## src/rtl/elr_pkg.sv

```systemverilog
package elr_pkg;

   // Phases of the early-retirement entry sequence.
   typedef enum logic [1:0] {
      SQ_IDLE   = 2'd0,
      SQ_TAKE   = 2'd1,
      SQ_SUPPLY = 2'd2,
      SQ_RETIRE = 2'd3
   } seq_state_e;

endpackage

```

## src/rtl/elr_tag_match.sv

```systemverilog
// Associative lookup of a returning tag against the pending records.
module elr_tag_match #(
   parameter int N     = 4,
   parameter int TAG_W = 8,
   localparam int IDX_W = $clog2(N)
) (
   input  logic [N-1:0]     live,
   input  logic [TAG_W-1:0] tags [N],
   input  logic             probe_valid,
   input  logic [TAG_W-1:0] probe_tag,
   output logic             hit,
   output logic [IDX_W-1:0] hit_idx
);

   logic [N-1:0] eq;

   for (genvar g = 0; g < N; g++) begin : g_cmp
      assign eq[g] = probe_valid && live[g] && (tags[g] == probe_tag);
   end

   assign hit = |eq;

   always_comb begin
      hit_idx = '0;
      for (int i = N - 1; i >= 0; i--) begin
         if (eq[i]) hit_idx = IDX_W'(i);
      end
   end

endmodule

```

## src/rtl/elr_pend_table.sv

```systemverilog
// Ring of pending predictions; slot index doubles as checkpoint index.
module elr_pend_table #(
   parameter int N      = 4,
   parameter int TAG_W  = 8,
   parameter int DATA_W = 32,
   localparam int IDX_W = $clog2(N),
   localparam int CNT_W = IDX_W + 1
) (
   input  logic              clk,
   input  logic              rst_n,
   input  logic              alloc_en,
   input  logic [TAG_W-1:0]  alloc_tag,
   input  logic [DATA_W-1:0] alloc_pred,
   input  logic              ret_valid,
   input  logic [TAG_W-1:0]  ret_tag,
   input  logic [DATA_W-1:0] ret_data,
   output logic [IDX_W-1:0]  alloc_idx,
   output logic              full,
   output logic [CNT_W-1:0]  count,
   output logic              free_now,
   output logic [IDX_W-1:0]  free_idx,
   output logic              mis_now,
   output logic [IDX_W-1:0]  mis_idx
);

   logic [N-1:0]      live_q, done_q;
   logic [TAG_W-1:0]  tag_q  [N];
   logic [DATA_W-1:0] pred_q [N];
   logic [IDX_W-1:0]  head_q, tail_q;
   logic [CNT_W-1:0]  cnt_q, cnt_nxt;

   logic              hit;
   logic [IDX_W-1:0]  hit_idx;
   logic              cmp_eq, ok_set;
   logic [IDX_W-1:0]  mis_rel;
   logic [N-1:0]      kill;

   // Only records still waiting for their data take part in the lookup.
   elr_tag_match #(.N(N), .TAG_W(TAG_W)) u_match (
      .live        (live_q & ~done_q),
      .tags        (tag_q),
      .probe_valid (ret_valid),
      .probe_tag   (ret_tag),
      .hit         (hit),
      .hit_idx     (hit_idx)
   );

   assign cmp_eq   = (pred_q[hit_idx] == ret_data);
   assign ok_set   = hit && cmp_eq;
   assign mis_now  = hit && !cmp_eq;
   assign mis_idx  = hit_idx;

   // In-order release: only the oldest record, once it is good.
   assign free_now = (cnt_q != '0) && done_q[head_q];
   assign free_idx = head_q;

   assign alloc_idx = tail_q;
   assign full      = (cnt_q == CNT_W'(N));
   assign count     = cnt_q;

   // Distance of the failing record from the oldest one; all records at or
   // beyond that distance are younger and die with it.
   assign mis_rel = mis_idx - head_q;

   always_comb begin
      for (int j = 0; j < N; j++) begin
         kill[j] = mis_now && ((IDX_W'(j) - head_q) >= mis_rel);
      end
   end

   always_comb begin
      if (mis_now) begin
         cnt_nxt = {1'b0, mis_rel} - CNT_W'(free_now);
      end else begin
         cnt_nxt = cnt_q + CNT_W'(alloc_en) - CNT_W'(free_now);
      end
   end

   always_ff @(posedge clk) begin
      if (!rst_n) begin
         live_q <= '0;
         done_q <= '0;
         head_q <= '0;
         tail_q <= '0;
         cnt_q  <= '0;
         for (int j = 0; j < N; j++) begin
            tag_q[j]  <= '0;
            pred_q[j] <= '0;
         end
      end else begin
         live_q <= live_q & ~kill;
         done_q <= done_q & ~kill;
         if (ok_set) done_q[hit_idx] <= 1'b1;
         if (free_now) begin
            live_q[head_q] <= 1'b0;
            done_q[head_q] <= 1'b0;
            head_q         <= head_q + 1'b1;
         end
         if (mis_now) begin
            tail_q <= mis_idx;
         end else if (alloc_en) begin
            live_q[tail_q] <= 1'b1;
            done_q[tail_q] <= 1'b0;
            tag_q[tail_q]  <= alloc_tag;
            pred_q[tail_q] <= alloc_pred;
            tail_q         <= tail_q + 1'b1;
         end
         cnt_q <= cnt_nxt;
      end
   end

endmodule

```

## src/rtl/elr_seq.sv

```systemverilog
// Entry sequencer: checkpoint, then forward prediction, then early retire.
module elr_seq
   import elr_pkg::*;
#(
   parameter int TAG_W  = 8,
   parameter int DATA_W = 32
) (
   input  logic              clk,
   input  logic              rst_n,
   input  logic              qualify,
   input  logic              full,
   input  logic              abort,
   input  logic              block,
   input  logic [TAG_W-1:0]  head_tag,
   input  logic [DATA_W-1:0] head_pred,
   output logic              take,
   output logic              supply,
   output logic              retire,
   output logic              hold,
   output logic [TAG_W-1:0]  lat_tag,
   output logic [DATA_W-1:0] lat_pred
);

   seq_state_e st_q, st_nxt;
   logic       start;

   assign start = (st_q == SQ_IDLE) && qualify && !full && !abort && !block;

   always_comb begin
      st_nxt = st_q;
      unique case (st_q)
         SQ_IDLE:   if (start) st_nxt = SQ_TAKE;
         SQ_TAKE:   st_nxt = abort ? SQ_IDLE : SQ_SUPPLY;
         SQ_SUPPLY: st_nxt = abort ? SQ_IDLE : SQ_RETIRE;
         SQ_RETIRE: st_nxt = SQ_IDLE;
         default:   st_nxt = SQ_IDLE;
      endcase
   end

   always_ff @(posedge clk) begin
      if (!rst_n) begin
         st_q     <= SQ_IDLE;
         lat_tag  <= '0;
         lat_pred <= '0;
      end else begin
         st_q <= st_nxt;
         if (start) begin
            lat_tag  <= head_tag;
            lat_pred <= head_pred;
         end
      end
   end

   // A rollback in flight cancels the remaining steps.
   assign take   = (st_q == SQ_TAKE)   && !abort;
   assign supply = (st_q == SQ_SUPPLY) && !abort;
   assign retire = (st_q == SQ_RETIRE) && !abort;
   // Hold the head while sequencing, or when no slot is free.
   assign hold   = (st_q != SQ_IDLE) || (qualify && full);

endmodule

```

## src/rtl/elr_top.sv

```systemverilog
module elr_top #(
   parameter int NUM_CKPT = 4,
   parameter int TAG_W    = 8,
   parameter int DATA_W   = 32,
   localparam int IDX_W   = $clog2(NUM_CKPT),
   localparam int CNT_W   = IDX_W + 1
) (
   input  logic              clk,
   input  logic              rst_n,
   input  logic              head_valid,
   input  logic              head_is_load,
   input  logic              head_long_lat,
   input  logic              head_resolved,
   input  logic [TAG_W-1:0]  head_tag,
   input  logic [DATA_W-1:0] head_pred,
   output logic              hold_head,
   output logic              ckpt_take,
   output logic [IDX_W-1:0]  ckpt_take_idx,
   output logic              fwd_valid,
   output logic [TAG_W-1:0]  fwd_tag,
   output logic [DATA_W-1:0] fwd_value,
   output logic              retire_early,
   input  logic              ret_valid,
   input  logic [TAG_W-1:0]  ret_tag,
   input  logic [DATA_W-1:0] ret_data,
   output logic              ckpt_free,
   output logic [IDX_W-1:0]  ckpt_free_idx,
   output logic              rollback,
   output logic [IDX_W-1:0]  rollback_idx,
   output logic              flush,
   output logic              spec_mode
);

   if (NUM_CKPT < 2 || (NUM_CKPT & (NUM_CKPT - 1)) != 0) begin : g_bad_depth
      $error("elr_top: NUM_CKPT must be a power of two, at least 2");
   end
   if (TAG_W < 1 || DATA_W < 1) begin : g_bad_width
      $error("elr_top: TAG_W and DATA_W must be positive");
   end

   logic              qualify;
   logic              full;
   logic [CNT_W-1:0]  outstanding;
   logic              mis_now;
   logic [IDX_W-1:0]  mis_idx;
   logic              take;
   logic [TAG_W-1:0]  lat_tag;
   logic [DATA_W-1:0] lat_pred;
   logic              rb_q;
   logic [IDX_W-1:0]  rb_idx_q;

   // Entry condition.
   assign qualify = head_valid && head_is_load && head_long_lat && !head_resolved;

   elr_seq #(.TAG_W(TAG_W), .DATA_W(DATA_W)) u_seq (
      .clk       (clk),
      .rst_n     (rst_n),
      .qualify   (qualify),
      .full      (full),
      .abort     (mis_now),
      .block     (rb_q),
      .head_tag  (head_tag),
      .head_pred (head_pred),
      .take      (take),
      .supply    (fwd_valid),
      .retire    (retire_early),
      .hold      (hold_head),
      .lat_tag   (lat_tag),
      .lat_pred  (lat_pred)
   );

   elr_pend_table #(.N(NUM_CKPT), .TAG_W(TAG_W), .DATA_W(DATA_W)) u_tab (
      .clk        (clk),
      .rst_n      (rst_n),
      .alloc_en   (take),
      .alloc_tag  (lat_tag),
      .alloc_pred (lat_pred),
      .ret_valid  (ret_valid),
      .ret_tag    (ret_tag),
      .ret_data   (ret_data),
      .alloc_idx  (ckpt_take_idx),
      .full       (full),
      .count      (outstanding),
      .free_now   (ckpt_free),
      .free_idx   (ckpt_free_idx),
      .mis_now    (mis_now),
      .mis_idx    (mis_idx)
   );

   // Registered one-cycle rollback request with its flush.
   always_ff @(posedge clk) begin
      if (!rst_n) begin
         rb_q     <= 1'b0;
         rb_idx_q <= '0;
      end else begin
         rb_q     <= mis_now;
         rb_idx_q <= mis_idx;
      end
   end

   assign ckpt_take    = take;
   assign fwd_tag      = lat_tag;
   assign fwd_value    = lat_pred;
   assign rollback     = rb_q;
   assign rollback_idx = rb_idx_q;
   assign flush        = rb_q;
   assign spec_mode    = (outstanding != '0);

endmodule

```

## config.mk

```make
export PLATFORM = sky130hd
export DESIGN_NAME = elr_top
export DESIGN_NICKNAME = d
export VERILOG_FILES = /design/src/rtl/elr_pkg.sv /design/src/rtl/elr_tag_match.sv /design/src/rtl/elr_pend_table.sv /design/src/rtl/elr_seq.sv /design/src/rtl/elr_top.sv
export SDC_FILE = /design/constraint.sdc
export NUM_CORES = 1
export LEC_CHECK = 0
export BUFFER_PORTS_ARGS = -buffer_cell sky130_fd_sc_hd__buf_4
export CORE_MARGIN = 3
export CORE_UTILIZATION = 25
export DETAILED_ROUTE_END_ITERATION = 8
export GPL_ROUTABILITY_DRIVEN = 0
export PLACE_DENSITY = 0.5
export SETUP_SLACK_MARGIN = 0.3
export SLEW_MARGIN = 20
export SYNTH_ARGS = -nofsm -noshare
export SYNTH_HDL_FRONTEND = slang
export SYNTH_SLANG_ARGS = --single-unit
```

## constraint.sdc

```tcl
create_clock -name clk -period 11.2 [get_ports clk]
set_clock_uncertainty 0.15 [all_clocks]
set_input_delay 2.24 -clock clk [delete_from_list [all_inputs] [get_ports clk]]
set_output_delay 2.24 -clock clk [all_outputs]
set_load 0.01 [all_outputs]
```

==> summary.md, run 1 <==
| Metric | Value |
|---|---|
| Via count | `just over 8000` |
| Crit end category | `primary output` |
| Mux cell area share after synthesis | `under 10%` |
| Synth-to-layout area growth | `23.03%` |
| Most frequent cells after synthesis | `128 x edfxtp_1, 123 x nand2_1, 92 x dfxtp_1` |
| Hold EP | `u_tab.live_q[2]` |
| Met3 Use GR | `3.217%` |
| # hold bufs at CTS | `0` |
| Initial DRC Count | `around 560` |
| Vias in the first global route | `roughly 8300` |
| Clock latency on the worst-skew pair | `roughly 0.55 ns` |
| I/O Buffers | `140` |
| Met2 Resource Use GR | `approximately a quarter` |
| Endpoints failing hold | `0` |
| CTS HTree Levels | `1` |
| Post-CTS setup buffers | `0` |
| Most used DFF post-synth | `edfxtp_1` |
| Pre-CTS WS | `roughly 2.3 ns` |
| Width of the die | `~210 µm` |
| Async SR Flop Fraction | `0%` |
| Critical path data arrival time | `6.60 ns` |
| Global Route Usage Sum | `between 10% and 20%` |
| Reg power frac | `46.4%` |
| Min-Delay Path Class | `flip-flop to flip-flop` |
| R2R Setup Slk | `roughly 5.1 ns` |
| Synth Net Count | `roughly 1100` |
| Simple-gate portion of the synthesized area | `between 10% and 20%` |
| CTS tree | `built` |
| Sw Pwr | `between 400 and 500 µW` |
| Crit-path max FO | `34` |
| WL final | `between 30000 and 40000 µm` |
| Final Critical Period | `8.993 ns` |
| Post-route cell area | `13330 µm²` |
| DIE HEIGHT | `between 200 and 250 µm` |
| GRT met1 Usage | `between 15 and 20%` |
| Antenna cells | `0` |
| Initial antenna violation count | `0` |
| DP HPWL | `around 23000 µm` |
| Vias/cell | `~4.7` |
| Detailed Routing Iterations Pass 1 | `5` |
| Finished Core Util | `between 30% and 40%` |
| Row count | `between 70 and 80` |
| Most common cell in the synthesized netlist | `edfxtp_1` |
| CP Class | `input pin to primary output` |
| Syn_area_per_cell | `10.64 µm²` |
| CTS resizes | `0` |
| Switching fraction of total power | `23.14%` |
| Core area | `approximately 42000 µm²` |
| Hold path cells | `2` |
| CP required | `8.81 ns` |
| Fin nets | `roughly 1200` |
| WL/cell | `around 20 µm` |
| Peak-usage layer in the global routing report | `met2` |
| Final worst path period share | `about four fifths` |
| Total clock buffers created by CTS | `27` |
| Power per cell area | `between 100 and 150 nW/µm²` |
| Global route overflow | `0` |
| Hold wc startpoint | `u_tab.live_q[2]` |
| Max-slew violation count | `0` |
| Outcome | `finished, final reports clean` |
| Root buf cell | `clkbuf_16` |
| Comb power frac | `around 6.4%` |
| Top cells by area, synth | `edfxtp_1 35%, dfxtp_1 17%, mux2i_1 6.8%, nand2_1 4.3%, and2_1 3.9%` |
| Share of layout cells above drive strength 1 | `roughly 19%` |
| Cell Int Power | `roughly 1500 µW` |
| Mapped Area | `between 10000 and 15000 µm²` |
| Max Cap Viol | `0` |
| Clk pwr share | `~47%` |
| Area after DPL | `12400 µm²` |
| Worst Tran Pin Value | `just over 0.9 ns` |
| I/O pins | `about 140` |
| Setup ws final | `around 2.2 ns` |
| Synth top area share | `between 30 and 40%` |
| Global-route wire length before repair | `52620 µm` |
| Slew margin rel. | `between 30% and 40%` |
| VDD IR max | `around 110 µV` |
| FF-to-FF path depth | `14` |
| Largest net degree at the start of global routing | `roughly 80` |
| Leakage | `0.005585 µW` |
| Xor/xnor cell area share of the yosys netlist | `5.579%` |
| RSZ-0062 raised after global routing | `no` |
| Compound-gate portion of the synthesized area | `approximately a tenth` |
| Synth unique cells | `49` |
| Final TNS setup | `0 ns` |
| Reg-to-reg critical path startpoint | `u_tab.tag_q[31]` |
| Number of routed nets with antenna violations | `0` |
| Clock sink count | `220` |
| Register area share after synthesis | `~52%` |
| Clock transition at path regs | `0.06 ns` |
| Initial core utilization | `~26%` |
| Fmax | `~110 MHz` |
| Mapped Cells | `1018` |
| YS warnings | `0` |
| Post-synth EDFFs | `between 100 and 150` |
| CP Launch Type | `input pin` |
| Post-Synth Adder-Cell Area | `under 10%` |
| Largest family of logic cells by synthesized area | `simple AND/OR/NAND/NOR gates` |
| Longest Clk Path Bufs | `3` |
| Synthesis-stage register bit count | `220` |
| Total die area | `roughly 46000 µm²` |
| Reg2reg end | `u_tab.pred_q[2][27]` |
| Setup Viol. Count Final | `0` |
| DR DRC count | `0` |
| Cell accounting for the most synthesized area | `edfxtp_1` |
## layout make-up
class | instances | area (µm²)
Clock buffer | 33 | 750.7
Clock inverter | 17 | 166.4
Fill cell | 4425 | 29090
Inverter | 52 | 195.2
Multi-Input combinational cell | 669 | 4628
Sequential cell | 220 | 5685
Tap cell | 577 | 721.9
Timing Repair Buffer | 157 | 1179
## worst max-delay path by stage
stage,to,from,depth (start not counted)
5_1_grt,ckpt_take,ret_tag[2],14
4_1_cts,ckpt_take,ret_tag[2],14
6_report,ckpt_take,ret_tag[7],13
3_3_place_gp,ckpt_take,ret_tag[2],14
2_1_floorplan,u_tab.pred_q[1][0],ret_tag[2],13
3_5_place_dp,ckpt_take,ret_tag[2],14
## power by group through the flow
| stage | Combinational (µW) | Sequential (µW) | Clock [µW] |
|---|---|---|---|
| floorplan | 58.5 | 900 | 0 |
| global placement | 124 | 903 | 0 |
| detailed placement | 124 | 903 | 0 |
| CTS | 124 | 886 | 927 |
| global route | 133 | 888 | 955 |
| finish | 122 | 885 | 902 |
## flip-flops by register name (all words and copies together), names as in the netlist
signal / cells
u_tab.free_idx: 2
u_tab.tag_q: 32
u_tab.pred_q: 128
u_tab.count: 3
u_seq.lat_tag: 8
u_tab.live_q: 4
flush: 1
u_seq.lat_pred: 32
u_tab.done_q: 4
u_tab.alloc_idx: 2
rollback_idx: 2
u_seq.st_q: 2
## cell families (layout without fill, tap and decap cells)
| group | Yosys count | count (layout) |
|---|---|---|
| AND/OR/NAND/NOR | 370 | 370 |
| flip-flops | 220 | 220 |
| AO/OA/AOI/OAI | 135 | 135 |
| buffers and inverters | 129 | 259 |
| multiplexers | 75 | 75 |
| XOR/XNOR | 69 | 69 |
| adder cells (fa/ha/maj) | 20 | 20 |
## placed cells by master (no fill, tap or decap), types with 16 or more instances in the layout
| master | netlist | final |
|---|---|---|
| buf_4 | 3 | 157 |
| edfxtp_1 | 128 | 128 |
| nand2_1 | 123 | 123 |
| dfxtp_1 | 92 | 92 |
| mux2i_1 | 74 | 74 |
| and2_1 | 68 | 68 |
| inv_1 | 52 | 52 |
| xnor2_1 | 42 | 42 |
| nor3_1 | 41 | 40 |
| and3_1 | 40 | 39 |
| nand4_1 | 35 | 35 |
| o21a_1 | 33 | 33 |
| a22oi_1 | 33 | 33 |
| o311ai_1 | 32 | 32 |
| clkbuf_16 | 0 | 29 |
| xor2_1 | 27 | 27 |
| nor2_1 | 18 | 17 |
| ha_1 | 17 | 17 |
| nor4_1 | 16 | 16 |
## through the flow
stage | instances | power, µW | hold slack (ns)
floorplan | 1018 | 958.0 | 0.2732
global placement | 1675 | 1027 | 0.2946
detailed placement | 1675 | 1027 | 0.3020
CTS | 1725 | 1937 | 0.3143
global route | 1725 | 1975 | 0.3390
finish | 1725 | 1909 | 0.3060
## layer usage
metal  vias up  part of all wire [%]
met3        51                   6.0
met2       233                    46
met4         0                   2.4
met5         -                     0
met1      3999                    45
li1       3886                     -
## critical path, stage by stage
cell,delay (ns)
buf_4,0.14
xor2_1,0.16
nor4_1,0.63
nand3_2,0.87
o21a_1,0.36
a22oi_1,0.21
xnor2_1,0.15
nor4_1,0.55
nand4_1,0.36
o22ai_1,0.26
buf_4,0.27
and2_1,0.23
buf_4,0.14
(Power assumes the default switching activity.)
==> run 2, diff against run 1 <==
Settings changed: ABC_AREA set to 1, PLACE_DENSITY 0.5 to 0.51.
Clock period 11.2 ns to 7.6 ns, I/O delays scaled along.
==> summary.md, run 2 <==
| Metric | Value |
|---|---|
| Share of layout cells above drive strength 1 | `15.74% (-2.8 points)` |
| WL met2 | `17300 µm (+8.5%)` |
| Met3 wire len | `2835 µm (+38%)` |
| Number of routed nets with antenna violations | `0 (unchanged)` |
| R2R Setup Slk | `2.57 ns (-2.53 ns)` |
| RSZ-0062 raised after global routing | `no` |
| Max-slew violation count | `0 (unchanged)` |
| Initial antenna violation count | `0 (unchanged)` |
| Worst path cell trace | `buf_4 > inv_2 > nand2_1 > nand2_1 > inv_1 > nand2_1 > nor2_1 > nand2_1 > nand3_2 > nand2_2 > nand2_1 > nand3_1 > nand3b_1 > nand2_1 > nand2_1 > nor2_1 > nand2_1 > nor2_2 > nand2_4 > nand2_4 > nand2_2 > inv_2 > buf_4` |
| Mapped Cells | `1605 (+58%)` |
| Min-Delay Path Class | `flip-flop to flip-flop` |
| Outcome | `finished, final reports clean` |
| I/O Buffers | `140 (unchanged)` |
| WL/cell | `16.94 µm (-15%)` |
| Post-CTS setup buffers | `0 (unchanged)` |
| Most frequent cell on the critical path | `nand2_1` |
| Crit end category | `primary output` |
| Clock latency on the worst-skew pair | `0.54 ns (about the same)` |
| Pre-CTS WS | `0.9126 ns (-1.380 ns)` |
| Global route overflow | `0 (unchanged)` |
| Longest Clk Path Bufs | `3 (unchanged)` |
| Core area | `47950 µm² (+13%)` |
| DIE HEIGHT | `226.7 µm (+5.8%)` |
| Crit-path max cell delay | `0.65 ns (-0.22 ns)` |
| Register area share after synthesis | `46.71% (-5.8 points)` |
| Mux cell area share after synthesis | `0% (-7.0 points)` |
| Total die area | `51370 µm² (+12%)` |
| Compound-gate portion of the synthesized area | `3.361% (-6.0 points)` |
| Mapped Area | `12170 µm² (+12%)` |
| Biggest regs | `u_tab.pred_q x128, u_seq.lat_pred x32, u_tab.tag_q x32` |
| Sw Pwr | `670.3 µW (+52%)` |
| I/O pins | `141 (unchanged)` |
| Row count | `80 (+6.7%)` |
| Xor/xnor cell area share of the yosys netlist | `1.223% (-4.4 points)` |
| Vias in the first global route | `10010 (+20%)` |
| Cell accounting for the most synthesized area | `edfxtp_1` |
| Post-Synth Adder-Cell Area | `2.241% (-0.28 points)` |
| Commonest non-fill, non-tap cell in the layout | `nand2_1` |
| CP required | `5.93 ns (-2.88 ns)` |
| Initial DRC Count | `596 (+5.7%)` |
| CP Launch Type | `input pin` |
| Vias/cell | `4.482 (-5.4%)` |
| Clock transition at path regs | `0.06 ns (about the same)` |
| Critical path data arrival time | `4.98 ns (-1.62 ns)` |
| Uppermost layer routed | `met4` |
| Antenna cells | `0 (unchanged)` |
| Simple-gate portion of the synthesized area | `35.35% (+18 points)` |
| Max Cap Viol | `0 (unchanged)` |
| Synth Net Count | `1712 (+52%)` |
| YS warnings | `0 (unchanged)` |
| Fmax | `about 150 MHz` |
| Reg with most FFs | `u_tab.pred_q` |
| Highest-count cells in the layout ignoring fill and taps | `387 x nand2_1, 218 x nor2_1, 205 x inv_1, 157 x buf_4, 141 x nand3_1` |
| Width of the die | `226.7 µm (+5.8%)` |
| Slew margin rel. | `30.18% (-8.9 points)` |
| DP HPWL | `27200 µm (+19%)` |
| Most common cell in the synthesized netlist | `nand2_1` |
| Finished Core Util | `30.45% (-0.97 points)` |
| Synth unique cells | `36 (-27%)` |
| Synth top area share | `31.58% (-3.9 points)` |
| CTS tree | `built` |
| Largest net degree at the start of global routing | `75 (-3.8%)` |
| Leakage | `0.006228 µW (+12%)` |
| Clock sink count | `220 (unchanged)` |
| Met1 wire length | `18580 µm (+19%)` |
| Most frequent cells after synthesis | `387 x nand2_1, 219 x nor2_1, 205 x inv_1` |
| Power per cell area | `192.9 nW/µm² (+35%)` |
| Largest family of logic cells by synthesized area | `simple AND/OR/NAND/NOR gates` |
| Top cells by area, synth | `edfxtp_1 32%, dfxtp_1 15%, nand2_1 12%, nor2_1 6.8%, inv_1 6.3%` |
| Hold wc startpoint | `u_seq.lat_pred[16]` |
| Global Route Usage Sum | `15.26% (+0.58 points)` |
| Post-synth EDFFs | `128 (unchanged)` |
| Area after DPL | `13720 µm² (+11%)` |
| Setup Viol. Count Final | `0 (unchanged)` |
| Detailed Routing Iterations Pass 1 | `5 (unchanged)` |
| Async SR Flop Fraction | `0% (unchanged)` |
| Total clock buffers created by CTS | `25 (-7.4%)` |
| Synthesis-stage register bit count | `220 (unchanged)` |
| Comb power frac | `8.2% (+1.8 points)` |
| Worst Setup SP | `ret_tag[4]` |
| Initial core utilization | `25.39% (-0.15 points)` |
| Most used DFF post-synth | `edfxtp_1` |
| Cell Int Power | `2146 µW (+46%)` |
| Crit-path max FO | `32 (-5.9%)` |
| Via count | `10500 (+29%)` |
| Synth-to-layout area growth | `19.95%` |
| WL final | `39690 µm (+15%)` |
| Final worst path period share | `around 90%` |
| CTS HTree Levels | `1 (unchanged)` |
| Global-route wire length before repair | `60310 µm (+15%)` |
| Syn_area_per_cell | `7.584 µm² (-29%)` |
| Max reg flops | `128 (unchanged)` |
| Fin nets | `1816 (+47%)` |
| Final Critical Period | `~6.6 ns` |
| Slowest CP cell | `nand2_2` |
| Reg power frac | `46.5% (about the same)` |
| Final TNS setup | `0 ns (unchanged)` |
| # hold bufs at CTS | `0 (unchanged)` |
| Worst Tran Pin Value | `1.045 ns (+0.1326 ns)` |
| DR DRC count | `0 (unchanged)` |
| Reg-to-reg critical path startpoint | `u_tab.tag_q[2]` |
| Setup ws final | `0.9522 ns (-1.254 ns)` |
| CTS resizes | `0 (unchanged)` |
| CP Class | `input pin to primary output` |
| Endpoints failing hold | `0 (unchanged)` |
| Clk pwr share | `45.3% (-2.0 points)` |
| Root buf cell | `clkbuf_16` |
| VDD IR max | `142.8 µV (+34%)` |
| Post-route cell area | `14600 µm² (+9.6%)` |
| Switching fraction of total power | `23.80% (+0.66 points)` |
[run 2: cell count changes in the layout (fill, tap and decap cells not counted), moves of 30 or more]
cell      delta
nor2_1     +201
and2_1      -66
and3_1      -39
o311ai_1    -32
o21a_1      -32
inv_1      +153
a22oi_1     -33
o21ai_0     +43
xnor2_1     -30
nand2_1    +264
nand3b_1    +51
nand3_1    +130
mux2i_1     -74
[run 2: worst paths after layout]
kind,endpoint,cells after the start
max,ckpt_take,23
min,u_seq.lat_pred[16],2
max reg2reg,u_seq.lat_pred[21],25
min reg2reg,u_seq.lat_pred[16],2
[run 2: power groups by stage]
stage	registers, µW	clock network, µW	logic, µW
after CTS	1310	1310	234
final	1310	1270	231
after global routing	1310	1350	259
after detailed placement	1340	0	233
after global placement	1340	0	231
after floorplan	1340	0	125
[run 2: worst max-delay path, delay by kind of cell]
kind                   cells  cell delay (ns)
buffers and inverters      5             0.66
AND/OR/NAND/NOR           18             2.79
[run 2: cell type report]
cell class,instances,area (µm²)
Clock buffer,42,854.6
Clock inverter,4,22.52
Fill cell,5095,33350
Inverter,243,912.1
Multi-Input combinational cell,1061,5157
Sequential cell,220,5685
Tap cell,615,769.5
Timing Repair Buffer,158,1199
[run 2: logic make-up (layout without fill, tap and decap cells)]
| logic type | after synthesis | in the layout |
|---|---|---|
| simple gates | 946 | 946 |
| buf+inv | 324 | 447 |
| fa+ha+maj | 20 | 20 |
| compound gates | 78 | 78 |
| flops | 220 | 220 |
| xor+xnor | 17 | 17 |
[run 2: routing by layer]
| layer | vias up | GRT usage (%) |
|---|---|---|
| met1 | 4801 | 21.62 |
| met2 | 327 | 23.37 |
| li1 | 5319 | - |
| met4 | 0 | 4.706 |
| met5 | - | 0 |
| met3 | 55 | 3.107 |
[run 2: per-stage QoR]
stage / hold WS (ns) / cells / total power [µW]
after CTS: 0.3597 / 2343 / 2852
after global placement: 0.3410 / 2297 / 1567
after floorplan: 0.3236 / 1605 / 1461
after detailed placement: 0.3512 / 2297 / 1569
final: 0.3534 / 2343 / 2816
after global routing: 0.3863 / 2343 / 2925
